File: config.mk
export PLATFORM = sky130hd
export DESIGN_NAME = ccm_phase_seq
export DESIGN_NICKNAME = d
export VERILOG_FILES = /design/src/rtl/ccm_phase_seq.sv
export SDC_FILE = /design/constraint.sdc
export NUM_CORES = 1
export LEC_CHECK = 0
export BUFFER_PORTS_ARGS = -buffer_cell sky130_fd_sc_hd__buf_2
export CORE_UTILIZATION = 25
export DETAILED_ROUTE_END_ITERATION = 10
export PLACE_DENSITY = 0.46
export SYNTH_ARGS = -nofsm -noshare
export SYNTH_HDL_FRONTEND = slang
export SYNTH_SLANG_ARGS = --single-unit
File: constraint.sdc
create_clock -name clk -period 4.75 [get_ports clk]
set_clock_uncertainty 0.05 [all_clocks]
set_input_delay 0.95 -clock clk [delete_from_list [all_inputs] [get_ports clk]]
set_output_delay 0.95 -clock clk [all_outputs]
set_load 0.05 [all_outputs]
File: src/rtl/ccm_phase_seq.sv
module ccm_phase_seq #(
  parameter int WORD_W     = 32,
  parameter int FIFO_DEPTH = 8,
  parameter int KEY_WORDS  = 8,
  parameter int IV_WORDS   = 4
) (
  input  logic                        clk,
  input  logic                        rst_n,
  input  logic                        ctl_we,
  input  logic                        ctl_en,
  input  logic [4:0]                  ctl_mode,
  input  logic [1:0]                  ctl_phase,
  input  logic [1:0]                  ctl_klen,
  input  logic                        key_we,
  input  logic [$clog2(KEY_WORDS)-1:0] key_idx,
  input  logic                        iv_we,
  input  logic [$clog2(IV_WORDS)-1:0] iv_idx,
  input  logic [WORD_W-1:0]           cfg_wdata,
  input  logic                        din_we,
  input  logic [WORD_W-1:0]           din_data,
  output logic                        fifo_nf,
  output logic                        fifo_empty,
  output logic                        busy,
  output logic                        seq_err,
  output logic                        cfg_en,
  output logic [4:0]                  cfg_mode,
  output logic [1:0]                  cfg_phase,
  output logic [1:0]                  cfg_klen,
  output logic                        blk_req,
  output logic [4*WORD_W-1:0]         blk_data,
  output logic [KEY_WORDS*WORD_W-1:0] blk_key,
  output logic [IV_WORDS*WORD_W-1:0]  blk_iv,
  input  logic                        blk_ack,
  input  logic [4*WORD_W-1:0]         blk_rsp,
  output logic                        dout_valid,
  output logic [WORD_W-1:0]           dout_data
);

  localparam int BLK_WORDS = 4;
  localparam int BLK_W     = BLK_WORDS * WORD_W;
  localparam int AW        = $clog2(FIFO_DEPTH);
  localparam int CW        = $clog2(FIFO_DEPTH + 1);
  localparam int ICW       = $clog2(BLK_WORDS + 1);
  localparam logic [CW-1:0]  DEPTH_C = CW'(FIFO_DEPTH);
  localparam logic [CW-1:0]  GRP_C   = CW'(BLK_WORDS);
  localparam logic [ICW-1:0] ICAP_C  = ICW'(BLK_WORDS);
  localparam logic [4:0] MODE_CCM = 5'b01001;
  localparam logic [1:0] PH_INIT  = 2'b00;
  localparam logic [1:0] PH_HDR   = 2'b01;
  localparam logic [1:0] KLEN_RSV = 2'b11;

  logic              en_q, idone_q, pseen_q, err_q;
  logic [4:0]        mode_q;
  logic [1:0]        phase_q, klen_q;
  logic [WORD_W-1:0] fifo_mem [FIFO_DEPTH];
  logic [WORD_W-1:0] key_mem  [KEY_WORDS];
  logic [WORD_W-1:0] iv_mem   [IV_WORDS];
  logic [AW-1:0]     rd_q, wr_q;
  logic [CW-1:0]     cnt_q;
  logic [ICW-1:0]    icnt_q;
  logic              busy_q, dv_q;
  logic [BLK_W-1:0]  blk_q, gathered;
  logic [WORD_W-1:0] dout_q;

  function automatic logic [AW-1:0] adv(input logic [AW-1:0] p, input int n);
    int s;
    s = int'(p) + n;
    if (s >= FIFO_DEPTH) s = s - FIFO_DEPTH;
    return AW'(s);
  endfunction

  wire is_ccm   = (mode_q == MODE_CCM);
  wire init_ph  = is_ccm && (phase_q == PH_INIT);
  wire quiet    = is_ccm && (phase_q == PH_INIT || phase_q == PH_HDR);
  wire nf       = (cnt_q < DEPTH_C) && !(init_ph && icnt_q == ICAP_C);
  wire push     = din_we && en_q && nf;
  wire issue    = en_q && !busy_q && (cnt_q >= GRP_C);
  wire ack      = busy_q && blk_ack;
  wire init_fin = ack && init_ph && en_q;
  wire arm      = ctl_we && !en_q && ctl_en;
  wire new_ccm  = (ctl_mode == MODE_CCM);
  wire bad      = arm && new_ccm &&
                  ((ctl_phase == PH_HDR && (!idone_q || pseen_q)) ||
                   (ctl_phase[1] && !idone_q));

  always_ff @(posedge clk or negedge rst_n) begin
    if (!rst_n) begin
      en_q    <= 1'b0;
      mode_q  <= '0;
      phase_q <= '0;
      klen_q  <= '0;
      idone_q <= 1'b0;
      pseen_q <= 1'b0;
      err_q   <= 1'b0;
    end else begin
      if (!en_q) begin
        if (ctl_we) begin
          mode_q  <= ctl_mode;
          phase_q <= ctl_phase;
          if (ctl_klen != KLEN_RSV) klen_q <= ctl_klen;
          en_q    <= ctl_en && !bad;
        end
      end else if (init_fin || (ctl_we && !ctl_en)) begin
        en_q <= 1'b0;
      end
      if (bad) err_q <= 1'b1;
      if (arm && !bad && new_ccm) begin
        if (ctl_phase == PH_INIT) begin
          idone_q <= 1'b0;
          pseen_q <= 1'b0;
        end else if (ctl_phase[1]) begin
          pseen_q <= 1'b1;
        end
      end
      if (init_fin) idone_q <= 1'b1;
    end
  end

  always_ff @(posedge clk or negedge rst_n) begin
    if (!rst_n) begin
      for (int i = 0; i < KEY_WORDS; i++) key_mem[i] <= '0;
      for (int i = 0; i < IV_WORDS; i++) iv_mem[i] <= '0;
    end else if (!en_q) begin
      if (key_we) key_mem[key_idx] <= cfg_wdata;
      if (iv_we) iv_mem[iv_idx] <= cfg_wdata;
    end
  end

  always_ff @(posedge clk) begin
    if (push) fifo_mem[wr_q] <= din_data;
  end

  always_ff @(posedge clk or negedge rst_n) begin
    if (!rst_n) begin
      rd_q   <= '0;
      wr_q   <= '0;
      cnt_q  <= '0;
      icnt_q <= '0;
    end else if (!en_q) begin
      rd_q   <= '0;
      wr_q   <= '0;
      cnt_q  <= '0;
      icnt_q <= '0;
    end else begin
      if (push) wr_q <= adv(wr_q, 1);
      if (issue) rd_q <= adv(rd_q, BLK_WORDS);
      cnt_q <= cnt_q + CW'(push) - (issue ? GRP_C : '0);
      if (push && init_ph) icnt_q <= icnt_q + 1'b1;
    end
  end

  always_comb begin
    gathered = '0;
    for (int i = 0; i < BLK_WORDS; i++)
      gathered[BLK_W-1-i*WORD_W -: WORD_W] = fifo_mem[adv(rd_q, i)];
  end

  always_ff @(posedge clk or negedge rst_n) begin
    if (!rst_n) begin
      busy_q <= 1'b0;
      blk_q  <= '0;
      dv_q   <= 1'b0;
      dout_q <= '0;
    end else begin
      if (issue) begin
        busy_q <= 1'b1;
        blk_q  <= gathered;
      end else if (ack) begin
        busy_q <= 1'b0;
      end
      dv_q <= ack && !quiet;
      if (ack && !quiet) dout_q <= blk_rsp[BLK_W-1 -: WORD_W];
    end
  end

  for (genvar g = 0; g < KEY_WORDS; g++) begin : g_key
    assign blk_key[KEY_WORDS*WORD_W-1-g*WORD_W -: WORD_W] = key_mem[g];
  end
  for (genvar g = 0; g < IV_WORDS; g++) begin : g_iv
    assign blk_iv[IV_WORDS*WORD_W-1-g*WORD_W -: WORD_W] = iv_mem[g];
  end

  assign fifo_nf    = nf;
  assign fifo_empty = (cnt_q == '0);
  assign busy       = busy_q;
  assign blk_req    = busy_q;
  assign blk_data   = blk_q;
  assign seq_err    = err_q;
  assign cfg_en     = en_q;
  assign cfg_mode   = mode_q;
  assign cfg_phase  = phase_q;
  assign cfg_klen   = klen_q;
  assign dout_valid = dv_q;
  assign dout_data  = dout_q;


  cfg_lock_chk: assert property (@(posedge clk) disable iff (!rst_n)
    en_q && $past(en_q) |-> $stable(mode_q) && $stable(phase_q) && $stable(klen_q));

  init_cap_chk: assert property (@(posedge clk) disable iff (!rst_n)
    init_ph && en_q |-> icnt_q <= ICAP_C);

  init_clear_chk: assert property (@(posedge clk) disable iff (!rst_n)
    init_fin |=> !en_q);

  err_sticky_chk: assert property (@(posedge clk) disable iff (!rst_n)
    err_q |=> err_q);

  grp_issue_chk: assert property (@(posedge clk) disable iff (!rst_n)
    $rose(busy_q) |-> $past(cnt_q) >= GRP_C);

  req_hold_chk: assert property (@(posedge clk) disable iff (!rst_n)
    blk_req && !blk_ack |=> blk_req && $stable(blk_data));

  fifo_bound_chk: assert property (@(posedge clk) disable iff (!rst_n)
    cnt_q <= DEPTH_C);

  quiet_out_chk: assert property (@(posedge clk) disable iff (!rst_n)
    quiet && en_q && $past(en_q) |-> !dout_valid);

endmodule

# [Word level (Yosys, flattened, before mapping)]
# Memories as Yosys holds them, arrays and structs flattened. A register that Yosys moved wholly into a read port is not among the register bits.
# Index checks and enable logic that the tools add are counted.
[word_totals] ff_bits=444 ram_bits=256 in_bits=214 out_inout_bits=560 elab_cells=150 n_memories=1
[memory_table] memory="fifo_mem" words=8 word_bits=32 rd=4 rd_ports_with_merged_regs=4 wr=1 line="55" source="logic [WORD_W-1:0] fifo_mem [FIFO_DEPTH];"
[op_classes] add_sub_neg=14 order_cmp=12 n_eq_ne=9 muxes=32 bitwise=3 reduce_logical=53
[op_table] cell="$bwmux W256" n=1
[op_table] cell="$bwmux W128" n=1
[op_table] cell="$demux W32 S3" n=1
[op_table] cell="$demux W32 S2" n=1
[op_table] cell="$mux W32" n=2
[op_table] cell="$mux W3" n=13
[op_table] cell="$logic_and A1 B1 Y1" n=25
[op_table] cell="$ge A4 B4 Y1 const B" n=6
[op_table] cell="$sub A3 B1 Y3 const B" n=6
[op_table] cell="$mux W1" n=12
[op_table] cell="$logic_not A1 Y1" n=11
[op_table] cell="$eq A5 B4 Y1 const B" n=2
[op_table] cell="$reduce_and A2 Y1" n=5
[op_table] cell="$add A3 B1 Y4 const B" n=2
[op_table] cell="$add A3 B2 Y4 const B" n=2
[op_table] cell="$reduce_bool A2 Y1" n=4
[op_table] cell="$ne A2 B1 Y1 const B" n=3
[op_table] cell="$add A3 B3 Y4 const B" n=1
[op_table] cell="$add A4 B1 Y4" n=1
[op_table] cell="$eq A2 B1 Y1 const B" n=2
[op_table] cell="$ge A3 B4 Y1 const B" n=1
[op_table] cell="$ge A4 B3 Y1 const B" n=1
[op_table] cell="$logic_not A2 Y1" n=2
[op_table] cell="$logic_not A4 Y1" n=1
[op_table] cell="other kinds (14)" n=17

# [Depth between registers and ports, before layout]
[logic_depth] word_depth=10 ltp_mapped=10 depth_no_buf=10

# [Least setup slack after synthesis]
# Ideal clock, no wire load.
[synth_timing] kind="input to register" start="in din_we" end="mem fifo_mem[0][0] (enable)" setup_time_ns=0.501 arrival_time_ns=4.384 t_required_ns=4.199 slack_ns=-0.186 path_stages=4 n_path_buf=1 path_cell_list="and3b_1 buf_4 o21ai_2 nor4_1"
[synth_via] elab_chain_cells=4
[synth_rtl] item="from (decl)" line="19" source="input logic din_we,"
[synth_rtl] item="$logic_and A1 B1 Y1 (2 in series)" line="76" source="wire push = din_we && en_q && nf;"
[synth_rtl] item="$mux W1" line="130" source="if (push) fifo_mem[wr_q] <= din_data;"
[synth_rtl] item="$mux W1 (implied by the code)" line="130"
[synth_rtl] item="to (decl)" line="55"
# Every way passes these cells.

# [Worst setup path after layout]
[layout_timing] start="reg mode_q[2] (netlist: cfg_mode[2])" end="out fifo_nf"
[layout_via] elab_chain_cells=5
[layout_rtl] item="from (decl)" line="53" source="logic [4:0] mode_q;"
[layout_rtl] item="from (signal assigned)" line="98" source="mode_q <= ctl_mode;"
[layout_rtl] item="$eq A5 B4 Y1" line="72" source="wire is_ccm = (mode_q == MODE_CCM);"
[layout_rtl] item="$logic_and A1 B1 Y1" line="73" source="wire init_ph = is_ccm && (phase_q == PH_INIT);"
[layout_rtl] item="$logic_and A1 B1 Y1" line="75" source="wire nf = (cnt_q < DEPTH_C) && !(init_ph && icnt_q == ICAP_C);"
[layout_rtl] item="$logic_not A1 Y1" line="75"
[layout_rtl] item="$logic_and A1 B1 Y1" line="75"
[layout_rtl] item="to (decl)" line="21" source="output logic fifo_nf,"
# Every way passes these cells.

==> results_dict.tcl <==
set metrics [dict create \
    finalCriticalPeriod_ns 3.17 \
    netlist.top_cell.by_area "dfrtp_1" \
    r2r-end "blk_data[109]" \
    drv_cap 0 \
    synth_simple_gate_area_frac 0.0315 \
    startpoint "cfg_mode[2]" \
    place_inst 4076 \
    swShare 0.449 \
    worst_path_largest_cell_delay_ns 0.46 \
    dieHeight_um 352 \
    cts_resized 0 \
    wl_per_cell_um 21.9 \
    cts_root_buffer "clkbuf_16" \
    synth_compound_gate_area_share 0.0251 \
    dieArea_um2 124000 \
    fillCellCount 12000 \
    dp.final_hpwl_um 63100 \
    path_delay_family "simple AND/OR/NAND/NOR gates" \
    cp_max_fo 5 \
    status "finished clean" \
    drive_gt1_frac 0.484 \
    combPwrFrac 0.409 \
    crit_path_end "fifo_nf" \
    yosys_warnings 0 \
    synth_seq_area_share 0.719 \
    critPathSlowestCell "nor4b_4" \
    yosysTopAreaCellShare 0.467 \
    pin_count 774 \
    fin_setup_tns_ns 0 \
    htreeDepth 3 \
    yosys.area_share.adder 0.00369 \
    cp-start-kind "flip-flop" \
    arrival_ns 2.17 \
    rows 127 \
    final_max_slew_viol_count 0 \
    synth_cells 1874 \
    layout.nets 2784 \
    netlist_top_cells_area "dfrtp_1 (47%), edfxtp_1 (25%), mux2_2 (14%)" \
    path_cells "nor4b_4 -> and3b_1 -> nor2_1 -> buf_2" \
    p_int_mw 16.6 \
    postRouteAntennaNets 0 \
    endpoint_kind "output port" \
    grt_pass1_vias 19000 \
    worstPathRequired_ns 3.75 \
    whs_ns 0.187 \
    antenna_found_initial 11 \
    seq_area_um2 22000 \
    synth.area.mux_share 0.198 \
    fmax_ghz 0.316 \
    hold_viol 0 \
    track_usage 0.147 \
    drc 0 \
    syn_nets 2097 \
    cts_tree "done" \
    cts_hold_buf 0 \
    placed_area_um2 35900 \
    synth_xor_area_frac 0.00115 \
    power.total_mw 30.2 \
    clk_latency_ns 0.67 \
    relSlewSlack 0.247 \
    p_sw_mw 13.5 \
    multi_input_area_um2 8060 \
    worst_pin_slew_ns 1.13 \
    critPathBufInv 1 \
    grt_max_degree 178 \
    grt_pass1_wl_um 133000 \
    via_per_inst 4.24 \
    fin_cells 4255 \
    post-cts-setup-buffers 0 \
    synth_edf_count 256 \
    synth_cell_types 41 \
    cts_made_buffers 95 \
    synth_flop_cell "dfrtp_1" \
    path_class "reg -> out" \
    pre_cts_ws_ns 1.55 \
    worst-path-stages 4 \
    dr_total_vias 18000 \
    min_path_type "in -> async" \
    power.density_nw_per_um2 771 \
    dr.pass1.iters 4 \
    layout_setup_ws_ns 1.58 \
    power_frac_clock 0.249 \
    rsz0062_at_grt "no" \
    final_area_um2 39100 \
    clk_path_buf_depth 3 \
    ys_ff_latch 826 \
    clkSinkCount 826 \
    antennaDiodeCount 0 \
    reg2reg_setup_slack_ns 1.64 \
    drt-initial-drc-count 831 \
    fin_util 0.325 \
    p_leak_nw 16.5 \
    ir_drop_mv 0.424 \
    overflow 0 \
    async_flop_share 0.690 \
    finalSetupViolCount 0 \
    port_buffers 677 \
    coreArea_um2 120000 \
    die_w_um 352 \
    clk_pin_slew_worst_paths_ns 0.06 \
    r2r_cells 5 \
    period_share 0.667 \
    syn_to_final_growth_pct 28.1 \
    postRouteWirelength_um 93000 \
    initial_core_util 0.254 \
    syn_area_um2 30500 \
    syn_area_per_cell_um2 16.3 \
    r2r-start "cfg_en" \
    p_seq_frac 0.342 \
    place.gp.congestion 0.780 \
    synth_top_family_by_area "multiplexers" \
]
## worst reg2reg max path, stage by stage (launching register included)
cell and delay (ns):
dfrtp_1 0.86, nor3b_4 0.37, buf_12 0.45, buf_4 1.00
nor2_1 0.14, a21oi_1 0.16
## kinds of logic after synthesis
kind of cell             count (synthesis)
XOR/XNOR                                 4
buffers and inverters                  136
flip-flops                             826
adder cells (fa/ha/maj)                  9
AO/OA/AOI/OAI                          147
multiplexers                           552
AND/OR/NAND/NOR                        200
## power groups by stage
stage	Combinational, mW	Clock [mW]	Sequential (mW)
6_report	12.3	7.50	10.3
5_1_grt	12.9	8.03	10.6
4_1_cts	12.5	7.76	10.3
3_5_place_dp	12.5	0	10.5
3_3_place_gp	12.4	0	10.4
2_1_floorplan	2.73	0	16.6
## area by class of cell
class,instances,area share
clock inverter,43,0.0154
timing repair buffer,715,0.0967
clock buffer,136,0.0683
sequential,826,0.561
inverter,11,0.00106
tap,1612,0.0515
multi-input combinational,912,0.206
## worst min path at each step
stage | startpoint | endpoint | slack (ns)
floorplan | icnt_q[0] | icnt_q[0] | 0.44
global placement | seq_err | seq_err | 0.39
detailed placement | seq_err | seq_err | 0.40
CTS | rst_n | blk_data[46] | 0.19
global route | rst_n | blk_data[46] | 0.20
finish | rst_n | blk_data[46] | 0.19
## registers in the layout (all words and copies together) (netlist names)
name        flops
blk_key       256
fifo_mem      256
blk_data      128
blk_iv        128
dout_data      32
cfg_mode        5
cnt_q           4
icnt_q          3
wr_q            3
cfg_klen        2
cfg_phase       2
blk_req         1
cfg_en          1
dout_valid      1
idone_q         1
pseen_q         1
rd_q            1
seq_err         1
## cell usage in the layout (no fill, tap or decap), types with 3 or more instances in the layout
cell type | Yosys | final
bufinv_16 | 0 | 9
o21ai_0 | 7 | 7
buf_4 | 18 | 30
clkbuf_8 | 0 | 14
nor3b_4 | 0 | 3
clkinv_1 | 0 | 6
nand2_1 | 11 | 10
nand2b_1 | 7 | 6
nor2_4 | 0 | 4
buf_2 | 65 | 676
clkbuf_1 | 42 | 27
mux2i_1 | 129 | 129
clkinv_2 | 0 | 14
mux2_2 | 392 | 392
dfrtp_1 | 570 | 569
and2_1 | 4 | 4
edfxtp_1 | 256 | 256
a21oi_1 | 130 | 130
inv_1 | 11 | 11
ha_1 | 9 | 9
nor2_1 | 145 | 141
clkbuf_16 | 0 | 95
clkinv_16 | 0 | 5
nand3b_1 | 4 | 4
nor3_2 | 0 | 4
inv_6 | 0 | 6
mux2_1 | 31 | 31
nand3_1 | 3 | 3
buf_12 | 0 | 8
## Yosys cell counts (all sizes together) (3+ instances only)
cell type  count
nor4           3
and2           4
edfxtp       256
nand3b         5
buf           83
dfrtp        570
mux2         423
clkbuf        42
o21ai          8
nand2         11
mux2i        129
nor2         145
ha             9
nor3           5
a21oi        130
nor3b          5
nand3          3
nand2b         7
inv           11
## layer usage
metal | global-route usage | up-vias | share of wire
met5 | 0 | - | 0.0014
met4 | 0.0506 | 20 | 0.032
met3 | 0.0672 | 180 | 0.10
met2 | 0.251 | 528 | 0.49
met1 | 0.160 | 9228 | 0.37
li1 | - | 8080 | -
Note: power is estimated with default switching activity, not from simulation.
